==> src/rtl/tbl_walker_pkg.sv <==
package tbl_walker_pkg;

  typedef enum logic [1:0] {
    ST_IDLE,
    ST_ISSUE,
    ST_WAIT,
    ST_DONE
  } walkState_e;

  typedef enum logic [2:0] {
    FLT_NONE  = 3'd0,
    FLT_XLAT  = 3'd1,
    FLT_PERM  = 3'd4,
    FLT_SEC   = 3'd5,
    FLT_ABORT = 3'd7
  } fltCode_e;

  // strobes from control to datapath
  typedef struct packed {
    logic load;    // capture a new request
    logic step;    // descend one level using the current table descriptor
    logic finish;  // latch the final result from the current response
  } walkStrb_t;

endpackage

==> src/rtl/tbl_walker_ctrl.sv <==
module tbl_walker_ctrl
  import tbl_walker_pkg::*;
(
  input  logic      clk,
  input  logic      rst_n,
  input  logic      reqValid,
  input  logic      memReqReady,
  input  logic      memRspValid,
  input  logic      descTable,
  output logic      reqReady,
  output logic      memReqValid,
  output logic      resValid,
  output walkStrb_t strb
);

  walkState_e stateR, stateNx;

  always_ff @(posedge clk or negedge rst_n) begin
    if (!rst_n) stateR <= ST_IDLE;
    else        stateR <= stateNx;
  end

  always_comb begin
    stateNx     = stateR;
    strb        = '0;
    reqReady    = 1'b0;
    memReqValid = 1'b0;
    resValid    = 1'b0;
    unique case (stateR)
      ST_IDLE: begin
        reqReady = 1'b1;
        if (reqValid) begin
          strb.load = 1'b1;
          stateNx   = ST_ISSUE;
        end
      end
      ST_ISSUE: begin
        memReqValid = 1'b1;
        if (memReqReady) stateNx = ST_WAIT;
      end
      ST_WAIT: begin
        if (memRspValid) begin
          if (descTable) begin
            strb.step = 1'b1;
            stateNx   = ST_ISSUE;
          end else begin
            strb.finish = 1'b1;
            stateNx     = ST_DONE;
          end
        end
      end
      ST_DONE: begin
        resValid = 1'b1;
        stateNx  = ST_IDLE;
      end
      default: stateNx = ST_IDLE;
    endcase
  end

endmodule

==> src/rtl/tbl_walker_dp.sv <==
module tbl_walker_dp
  import tbl_walker_pkg::*;
#(
  parameter int VA_W       = 32,
  parameter int PA_W       = 40,
  parameter int DESC_W     = 64,
  parameter int PAGE_SHIFT = 12,
  parameter int IDX_W      = 9
) (
  input  logic              clk,
  input  logic              rst_n,
  input  walkStrb_t         strb,
  input  logic [VA_W-1:0]   reqAddr,
  input  logic              reqWrite,
  input  logic              reqNonSec,
  input  logic [PA_W-1:0]   reqBase,
  input  logic [DESC_W-1:0] memRspData,
  input  logic              memRspErr,
  output logic [PA_W-1:0]   memReqAddr,
  output logic              descTable,
  output logic              resFault,
  output logic [2:0]        resFaultCode,
  output logic [1:0]        resLevel,
  output logic [PA_W-1:0]   resAddr,
  output logic [1:0]        resAttrIdx,
  output logic [1:0]        resXn,
  output logic              resReadOnly,
  output logic              resContig
);

  localparam int DSZ      = 3;                    // log2 of descriptor bytes
  localparam int L2_SHIFT = PAGE_SHIFT + IDX_W;   // block size shift
  localparam int L1_SHIFT = L2_SHIFT + IDX_W;
  localparam int L1_W     = VA_W - L1_SHIFT;
  localparam int L1_ALIGN = L1_W + DSZ;

  // descriptor bit positions
  localparam int B_NSTBL  = 63;
  localparam int B_XN     = 53;
  localparam int B_CONT   = 52;
  localparam int B_RO     = 7;
  localparam int B_NSLEAF = 5;
  localparam int B_ATTR   = 2;

  logic [VA_W-1:0] vaR;
  logic            wrR, nsR;
  logic [PA_W-1:0] tblR;
  logic [1:0]      lvlR;

  always_ff @(posedge clk or negedge rst_n) begin
    if (!rst_n) begin
      vaR  <= '0;
      wrR  <= 1'b0;
      nsR  <= 1'b0;
      tblR <= '0;
      lvlR <= 2'd1;
    end else if (strb.load) begin
      vaR  <= reqAddr;
      wrR  <= reqWrite;
      nsR  <= reqNonSec;
      tblR <= reqBase;
      lvlR <= 2'd1;
    end else if (strb.step) begin
      tblR <= {memRspData[PA_W-1:PAGE_SHIFT], {PAGE_SHIFT{1'b0}}};
      lvlR <= lvlR + 2'd1;
    end
  end

  // descriptor address for the current level
  always_comb begin
    unique case (lvlR)
      2'd1:    memReqAddr = {tblR[PA_W-1:L1_ALIGN], vaR[VA_W-1:L1_SHIFT], {DSZ{1'b0}}};
      2'd2:    memReqAddr = {tblR[PA_W-1:PAGE_SHIFT], vaR[L1_SHIFT-1:L2_SHIFT], {DSZ{1'b0}}};
      default: memReqAddr = {tblR[PA_W-1:PAGE_SHIFT], vaR[L2_SHIFT-1:PAGE_SHIFT], {DSZ{1'b0}}};
    endcase
  end

  // descriptor decode and fault priority
  logic     isTbl, isLeaf;
  fltCode_e code;

  always_comb begin
    isTbl  = (memRspData[1:0] == 2'b11) && (lvlR != 2'd3);
    isLeaf = ((memRspData[1:0] == 2'b11) && (lvlR == 2'd3)) ||
             ((memRspData[1:0] == 2'b01) && (lvlR == 2'd2));
    code = FLT_NONE;
    if (memRspErr)                                 code = FLT_ABORT;
    else if (!isTbl && !isLeaf)                    code = FLT_XLAT;
    else if (nsR && isTbl && !memRspData[B_NSTBL]) code = FLT_SEC;
    else if (nsR && isLeaf && !memRspData[B_NSLEAF]) code = FLT_SEC;
    else if (isLeaf && wrR && memRspData[B_RO])    code = FLT_PERM;
    descTable = isTbl && (code == FLT_NONE);
  end

  logic [PA_W-1:0] leafAddr;
  assign leafAddr = (lvlR == 2'd2)
                  ? {memRspData[PA_W-1:L2_SHIFT], vaR[L2_SHIFT-1:0]}
                  : {memRspData[PA_W-1:PAGE_SHIFT], vaR[PAGE_SHIFT-1:0]};

  always_ff @(posedge clk or negedge rst_n) begin
    if (!rst_n) begin
      resFault     <= 1'b0;
      resFaultCode <= '0;
      resLevel     <= '0;
      resAddr      <= '0;
      resAttrIdx   <= '0;
      resXn        <= '0;
      resReadOnly  <= 1'b0;
      resContig    <= 1'b0;
    end else if (strb.finish) begin
      resFault     <= (code != FLT_NONE);
      resFaultCode <= code;
      resLevel     <= lvlR;
      if (code == FLT_NONE) begin
        resAddr     <= leafAddr;
        resAttrIdx  <= memRspData[B_ATTR+1:B_ATTR];
        resXn       <= memRspData[B_XN+1:B_XN];
        resReadOnly <= memRspData[B_RO];
        resContig   <= memRspData[B_CONT];
      end else begin
        resAddr     <= '0;
        resAttrIdx  <= '0;
        resXn       <= '0;
        resReadOnly <= 1'b0;
        resContig   <= 1'b0;
      end
    end
  end

  logic unusedDesc;
  assign unusedDesc = ^{memRspData[B_NSTBL-1:B_XN+2], memRspData[B_CONT-1:PA_W],
                        memRspData[PAGE_SHIFT-1:B_RO+1], memRspData[B_RO-1],
                        memRspData[B_NSLEAF-1]};

endmodule

==> src/rtl/tbl_walker.sv <==
module tbl_walker
  import tbl_walker_pkg::*;
#(
  parameter int VA_W       = 32,
  parameter int PA_W       = 40,
  parameter int DESC_W     = 64,
  parameter int PAGE_SHIFT = 12,
  parameter int IDX_W      = 9
) (
  input  logic              clk,
  input  logic              rst_n,
  input  logic              reqValid,
  output logic              reqReady,
  input  logic [VA_W-1:0]   reqAddr,
  input  logic              reqWrite,
  input  logic              reqNonSec,
  input  logic [31:0]       baseLo,
  input  logic [PA_W-33:0]  baseHi,
  output logic              memReqValid,
  input  logic              memReqReady,
  output logic [PA_W-1:0]   memReqAddr,
  input  logic              memRspValid,
  input  logic [DESC_W-1:0] memRspData,
  input  logic              memRspErr,
  output logic              resValid,
  output logic              resFault,
  output logic [2:0]        resFaultCode,
  output logic [1:0]        resLevel,
  output logic [PA_W-1:0]   resAddr,
  output logic [1:0]        resAttrIdx,
  output logic [1:0]        resXn,
  output logic              resReadOnly,
  output logic              resContig
);

  walkStrb_t strb;
  logic      descTable;

  tbl_walker_ctrl ctrl_i (
    .clk        (clk),
    .rst_n      (rst_n),
    .reqValid   (reqValid),
    .memReqReady(memReqReady),
    .memRspValid(memRspValid),
    .descTable  (descTable),
    .reqReady   (reqReady),
    .memReqValid(memReqValid),
    .resValid   (resValid),
    .strb       (strb)
  );

  tbl_walker_dp #(
    .VA_W      (VA_W),
    .PA_W      (PA_W),
    .DESC_W    (DESC_W),
    .PAGE_SHIFT(PAGE_SHIFT),
    .IDX_W     (IDX_W)
  ) dp_i (
    .clk         (clk),
    .rst_n       (rst_n),
    .strb        (strb),
    .reqAddr     (reqAddr),
    .reqWrite    (reqWrite),
    .reqNonSec   (reqNonSec),
    .reqBase     ({baseHi, baseLo}),
    .memRspData  (memRspData),
    .memRspErr   (memRspErr),
    .memReqAddr  (memReqAddr),
    .descTable   (descTable),
    .resFault    (resFault),
    .resFaultCode(resFaultCode),
    .resLevel    (resLevel),
    .resAddr     (resAddr),
    .resAttrIdx  (resAttrIdx),
    .resXn       (resXn),
    .resReadOnly (resReadOnly),
    .resContig   (resContig)
  );

endmodule

==> config.mk <==
export PLATFORM = sky130hd
export DESIGN_NAME = tbl_walker
export DESIGN_NICKNAME = d
export VERILOG_FILES = /design/src/rtl/tbl_walker_pkg.sv /design/src/rtl/tbl_walker_ctrl.sv /design/src/rtl/tbl_walker_dp.sv /design/src/rtl/tbl_walker.sv
export SDC_FILE = /design/constraint.sdc
export NUM_CORES = 1
export LEC_CHECK = 0
export BUFFER_PORTS_ARGS = -buffer_cell sky130_fd_sc_hd__buf_2
export CORE_MARGIN = 2
export CORE_UTILIZATION = 32
export CTS_CLUSTER_SIZE = 25
export DETAILED_ROUTE_END_ITERATION = 16
export PLACE_DENSITY = 0.61
export SYNTH_ARGS = -nofsm -noshare
export SYNTH_HDL_FRONTEND = slang
export SYNTH_HIERARCHICAL = 1
export SYNTH_SLANG_ARGS = --single-unit
==> constraint.sdc <==
create_clock -name clk -period 3.13 [get_ports clk]
set_input_delay 0.1565 -clock clk [delete_from_list [all_inputs] [get_ports clk]]
set_output_delay 0.1565 -clock clk [all_outputs]
set_load 0.02 [all_outputs]
# Word level (Yosys, flattened, before mapping)
# Index checks and enable logic that the tools add are counted.
# Widths: inputs -> output; s select.
[totals] regBits=130 inputBits=144 output_inout_bits=95 word_cells=78
[classes] addsub=1 eq_ne=12 muxes=30 reduce_logical=21
[op_table] operator="$mux 40" count=3
[op_table] operator="$pmux 12 s2" count=1
[op_table] operator="$mux 21" count=1
[op_table] operator="$mux 2" count=10
[op_table] operator="$mux 3" count=5
[op_table] operator="$logic_and 1x1->1" count=11
[op_table] operator="$eq 2x2->1 const B" count=5
[op_table] operator="$mux 1" count=9
[op_table] operator="$ne 2x2->1 const B" count=4
[op_table] operator="$pmux 2 s4" count=1
[op_table] operator="$eq 2x1->1 const B" count=3
[op_table] operator="$logic_not 1->1" count=4
[op_table] operator="$logic_not 3->1" count=1
[op_table] operator="$reduce_and 3->1" count=1
[op_table] operator="$reduce_bool 3->1" count=1
[op_table] operator="$add 2x1->2 const B" count=1
[op_table] operator="$logic_not 2->1" count=1
[op_table] operator="$reduce_bool 2->1" count=1
[op_table] operator="$logic_or 1x1->1" count=1

# Longest topological paths before layout
[logic_depth] word_depth=17 ltp_mapped=13 mapped_depth_nobuf=10

# Modules after synthesis
# Netlist, hierarchy kept.
[by_module_without_submodules] mod="tbl_walker_dp" instances=1 cells_each=440 area_each_um2=5362.6 seq_area_each_um2=3079.2
[by_module_without_submodules] mod="tbl_walker_ctrl" instances=1 cells_each=15 area_each_um2=132.6 seq_area_each_um2=50.0

# Least setup slack after synthesis
# Ideal clock, no wire load.
[synth_timing] kind="register to register" start="reg dp_i.lvlR[0]" end="reg dp_i.tblR[16]" setup_ps=135 t_arrival_ps=2439 t_required_ps=2995 slack_ps=556 stages_incl_launch_ff=11 n_path_buf=2 period_less_slack_ps=2574 path_cell_list="dfstp_2 -> inv_1 -> ha_1 -> mux2i_1 -> nor3_2 -> nor4_1 -> nor3b_1 -> buf_2 -> buf_2 -> mux2i_1 -> o21ai_0"
[synth_lines] element="from (decl)" line_no="tbl_walker_dp.sv:48" text="logic [1:0] lvlR;"
[synth_lines] element="from (signal assigned)" line_no="tbl_walker_dp.sv:65" text="lvlR <= lvlR + 2'd1;"
[synth_lines] element="to (signal assigned)" line_no="tbl_walker_dp.sv:61" text="tblR <= reqBase;"
[synth_lines] element="to (signal assigned)" line_no="tbl_walker_dp.sv:64" text="tblR <= {memRspData[PA_W-1:PAGE_SHIFT], {PAGE_SHIFT{1'b0}}};"
[synth_lines] element="to (decl)" line_no="tbl_walker_dp.sv:47" text="logic [PA_W-1:0] tblR;"

==> metrics.csv <==
stage,metric,value,unit
pwr,Worst IR Drop VDD,403,µV
routing,number of violations reported at the end of detailed-routing iteration 0,185,
global_route,via count of the first global-routing pass,4935,
global_route,pin count of the biggest net entering global routing,62,
synth,multiplexer share of the synthesized area,14.7,%
placement,Cells after DPL,829,
synth,list of most frequent post-synthesis cells,"dfrtp_1, nand2_1, o21ai_0",
setup_path,delay of the slowest critical-path stage,0.57,ns
pwr,switching share of power,35.2,%
floorplanning,die boundary width,135,µm
synth,share of Yosys cell area claimed by the top area cell type,56.5,%
synth,Yosys reg bits,125,
sta,maximum clock frequency,370,MHz
clock_network,maximum buffer depth of the clock tree,2,
setup_path,CP top delay family,simple AND/OR/NAND/NOR gates,
pwr,sequential fraction of design power,37.0,%
synth,"area leader, netlist",dfrtp_1,
job,max-cap check violation count,0,
synth,main area contributors after synthesis,"dfrtp_1, mux2_2, mux2i_1",
synth,share of synthesized area occupied by flip-flops and latches,56.9,%
setup_path,maximum fanout encountered on the critical timing path,9,
synth,post-synthesis instance area,0.00550,mm²
floorplanning,number of placed I/O pins,239,
pwr,logic gate share of total power,35.5,%
setup_path,CP Data Arrival Time,3.03,ns
hold_path,Worst Hold Path Cells,3,
setup_path,slowest stage cell on the critical path,dfstp_2,
routing,Routed Antenna Nets,0,
synth,dominant register cell in the synthesized netlist,dfrtp_1,
global_route,GRT overflow,0,
floorplanning,Starting Density,32.9,%
setup_path,cells along the critical path,ha_1 -> mux2i_1 -> nor3_2 -> nor4_1 -> nor3_1 -> nand2_1 -> nor3_2 -> nand4bb_1 -> o2bb2ai_1,
sta,Tmin final,2.71,ns
sta,worst slew margin relative to its limit,54.1,%
sta,max-slew violation total from the final report,0,
synth,Post-Synth XOR/XNOR Area,0.159,%
floorplanning,number of placement rows,47,
layout,flip-flop and latch area,0.00313,mm²
setup_path,"Req. time, crit path",3.46,ns
layout,final core area utilization,48.5,%
setup_path,Setup CP Type,register to register,
layout,Area growth syn-to-layout,47.4,%
placement,IO buf count,204,
pwr,Cell Int Power,4.63,mW
placement,Final GP Congestion,0.851,
routing,DR pass1 iterations,4,
routing,Post-Route WL,15400,µm
routing,Avg Vias per Cell,4.70,
global_route,total track usage,17.5,%
routing,routed vias,4495,
setup_path,cell occurring most often along the worst timing path,nor3_2,
sta,worst clock skew,0.0144,ns
clock_network,library cell used as clock root buffer,clkbuf_16,
run_status,outcome,"complete, no violations",
synth,number of enable flip-flop cells after synthesis,0,
pwr,Tot Pwr,7.15,mW
synth,Post-Synth Adder-Cell Area,0.683,%
hold_path,Hold Crit Class,input port to register,
synth,count of yosys warnings during synthesis,6,
setup_path,kind of capture point of the worst setup path,register,
floorplanning,core region area,0.0167,mm²
floorplanning,floorplan die area,0.0182,mm²
sta,Final Hold Vio Count,0,
routing,DRC violations left,0,
clock_network,H-tree depth reported by CTS,4,
layout,Final nets,871,
setup_path,total number of cells along the worst setup path,9,
synth,simple logic cell fraction of the synthesized area,6.99,%
global_route,wire length of the first global-routing pass,25000,µm
synth,async set-reset flop share out of synthesis,100,%
layout,area of the multi-input gates,0.00198,mm²
synth,combinational family with the most area after synthesis,multiplexers,
synth,count of unique library cells instantiated by Yosys,36,
pwr,part of the total power dissipated in the clock network,27.5,%
synth,post-synthesis average cell area,12.1,µm²
routing,routed wire length per instance,16.1,µm
sta,Least-Margin Pin Slew,0.688,ns
pwr,net load switching power,2.52,mW
synth,leading cell type by number of instances after synthesis,dfrtp_1,
clock_network,clock tree from TritonCTS,done,
sta,final setup violation count,0,
setup_path,number of cells on the worst reg-to-reg path,9,
global_route,initial antenna violation count,0,
floorplanning,Die Span Y,135,µm
pwr,ratio of total power to cell area,883,mW/mm²
placement,final HPWL from detailed placement,9790,µm
sta,Post-Route Setup TNS,0,ns
clock_network,Clock transition at path regs,0.06,ns
clock_network,setup fix buffers added after clock tree synthesis,0,
setup_path,worst path bufs/invs,0,
clock_network,TritonCTS buffer count,17,
setup_path,launching element type of the critical path,register,
sta,unrepaired setup endpoints after global routing,false,
clock_network,clock network latency to the later pin of the worst-skew pair,0.42,ns
synth,synthesized instance count,455,
layout,# fillers,1484,
sta,final critical-path share of the clock period,86.5,%
layout,post-layout instance count excluding filler cells,957,
pwr,leakage power,3.84,nW
clock_network,Sinks on Clock Net,125,
synth,Compound-Gate Fraction of Synth Area,13.2,%
layout,fraction of layout instances using a drive strength above 1,38.9,%
through the flow:
| step | hold WS (ns) | instance area, µm² | setup slack [ns] |
|---|---|---|---|
| 2_1_floorplan | -0.139 | 5500 | 0.556 |
| 3_3_place_gp | 0.235 | 6550 | 0.536 |
| 3_5_place_dp | 0.246 | 6550 | 0.410 |
| 4_1_cts | 0.0322 | 8100 | 0.385 |
| 5_1_grt | 0.0515 | 8100 | 0.152 |
| 6_report | 0.0488 | 8100 | 0.424 |
tightest hold or removal path, delay by kind of cell:
kind / cells / cell delay (ns)
compound gates: 1 / 0.11
buf+inv: 1 / 0.10
mux: 1 / 0.06
final timing paths:
kind                                         startpoint                            to  slack (ns)
min in group asynchronous                         rst_n     dp_i/tblR[11]$_DFFE_PN0P_        0.31
min reg2reg                dp_i/resAddr[15]$_DFFE_PN0P_  dp_i/resAddr[15]$_DFFE_PN0P_        0.48
max                            dp_i/lvlR[0]$_DFFE_PN1P_  dp_i/resAddr[17]$_DFFE_PN0P_        0.42
max in group asynchronous                         rst_n      dp_i/lvlR[0]$_DFFE_PN1P_        1.97
max reg2reg                    dp_i/lvlR[0]$_DFFE_PN1P_  dp_i/resAddr[17]$_DFFE_PN0P_        0.42
min                                      memRspData[13]  dp_i/resAddr[13]$_DFFE_PN0P_        0.05
per-layer routing:
| metal | vias to the layer above | track usage (%) | wire length, µm | part of all wire (%) |
|---|---|---|---|---|
| li1 | 2119 | - | - | - |
| met1 | 2199 | 20.6 | 6510 | 42 |
| met2 | 153 | 30.3 | 7810 | 51 |
| met3 | 24 | 4.80 | 784 | 5.1 |
| met4 | 0 | 7.00 | 288 | 1.9 |
| met5 | - | 0 | 0 | 0 |
state kept, by name (all words and copies together), names as in the netlist:
name               count
ctrl_i/stateR          2
dp_i/resLevel          2
dp_i/lvlR              2
dp_i/resContig         1
dp_i/tblR             35
dp_i/wrR               1
dp_i/resAttrIdx        2
dp_i/resReadOnly       1
dp_i/resXn             2
dp_i/resFaultCode      3
dp_i/nsR               1
dp_i/resAddr          40
dp_i/vaR              32
dp_i/resFault          1
kinds of logic after synthesis:
logic type	after synthesis
muxes	76
xor gates and xnor gates	1
buffers and inverters	66
AOI/OAI and AO/OA	104
and+or+nand+nor	79
other	1
adders and majority gates	3
DFF	125
layout make-up:
cell class                 instances  share of cell area [%]
clock buffer                      23                    5.78
multi-input combinational        266                    24.5
tap                              220                    3.40
timing repair buffer             310                    26.1
inverter                           4                   0.185
antenna                            1                  0.0309
clock inverter                     8                    1.42
sequential                       125                    38.6
placed cells by master, fill, tap and decap left out, types with 4 or more instances in the layout:
| master | n |
|---|---|
| a22o_1 | 38 |
| clkinv_2 | 5 |
| clkbuf_16 | 17 |
| mux2i_1 | 39 |
| clkbuf_1 | 4 |
| o2bb2ai_1 | 10 |
| nand2_1 | 48 |
| nand2b_1 | 8 |
| mux2_2 | 37 |
| dfrtp_1 | 124 |
| buf_4 | 7 |
| buf_2 | 203 |
| buf_12 | 4 |
| o21ai_0 | 44 |
| nor2_1 | 8 |
| a22oi_1 | 9 |
| dlygate4sd3_1 | 96 |
power groups by stage:
stage	Combinational, mW	Sequential (mW)	Clock, mW
after floorplan	1.61	2.82	0
after global placement	2.40	2.63	0
after detailed placement	2.45	2.67	0
after CTS	2.55	2.64	2.02
after global routing	2.75	2.74	2.10
final	2.54	2.65	1.97
repair_timing:
item | in CTS | in global routing
resized for setup | 0 | 0
endpoints found under the setup margin | 0 | 0
hold buffers | 96 | 0
hold endpoints to repair | 146 | 0
No activity file was read; power rests on OpenSTA's default activity.
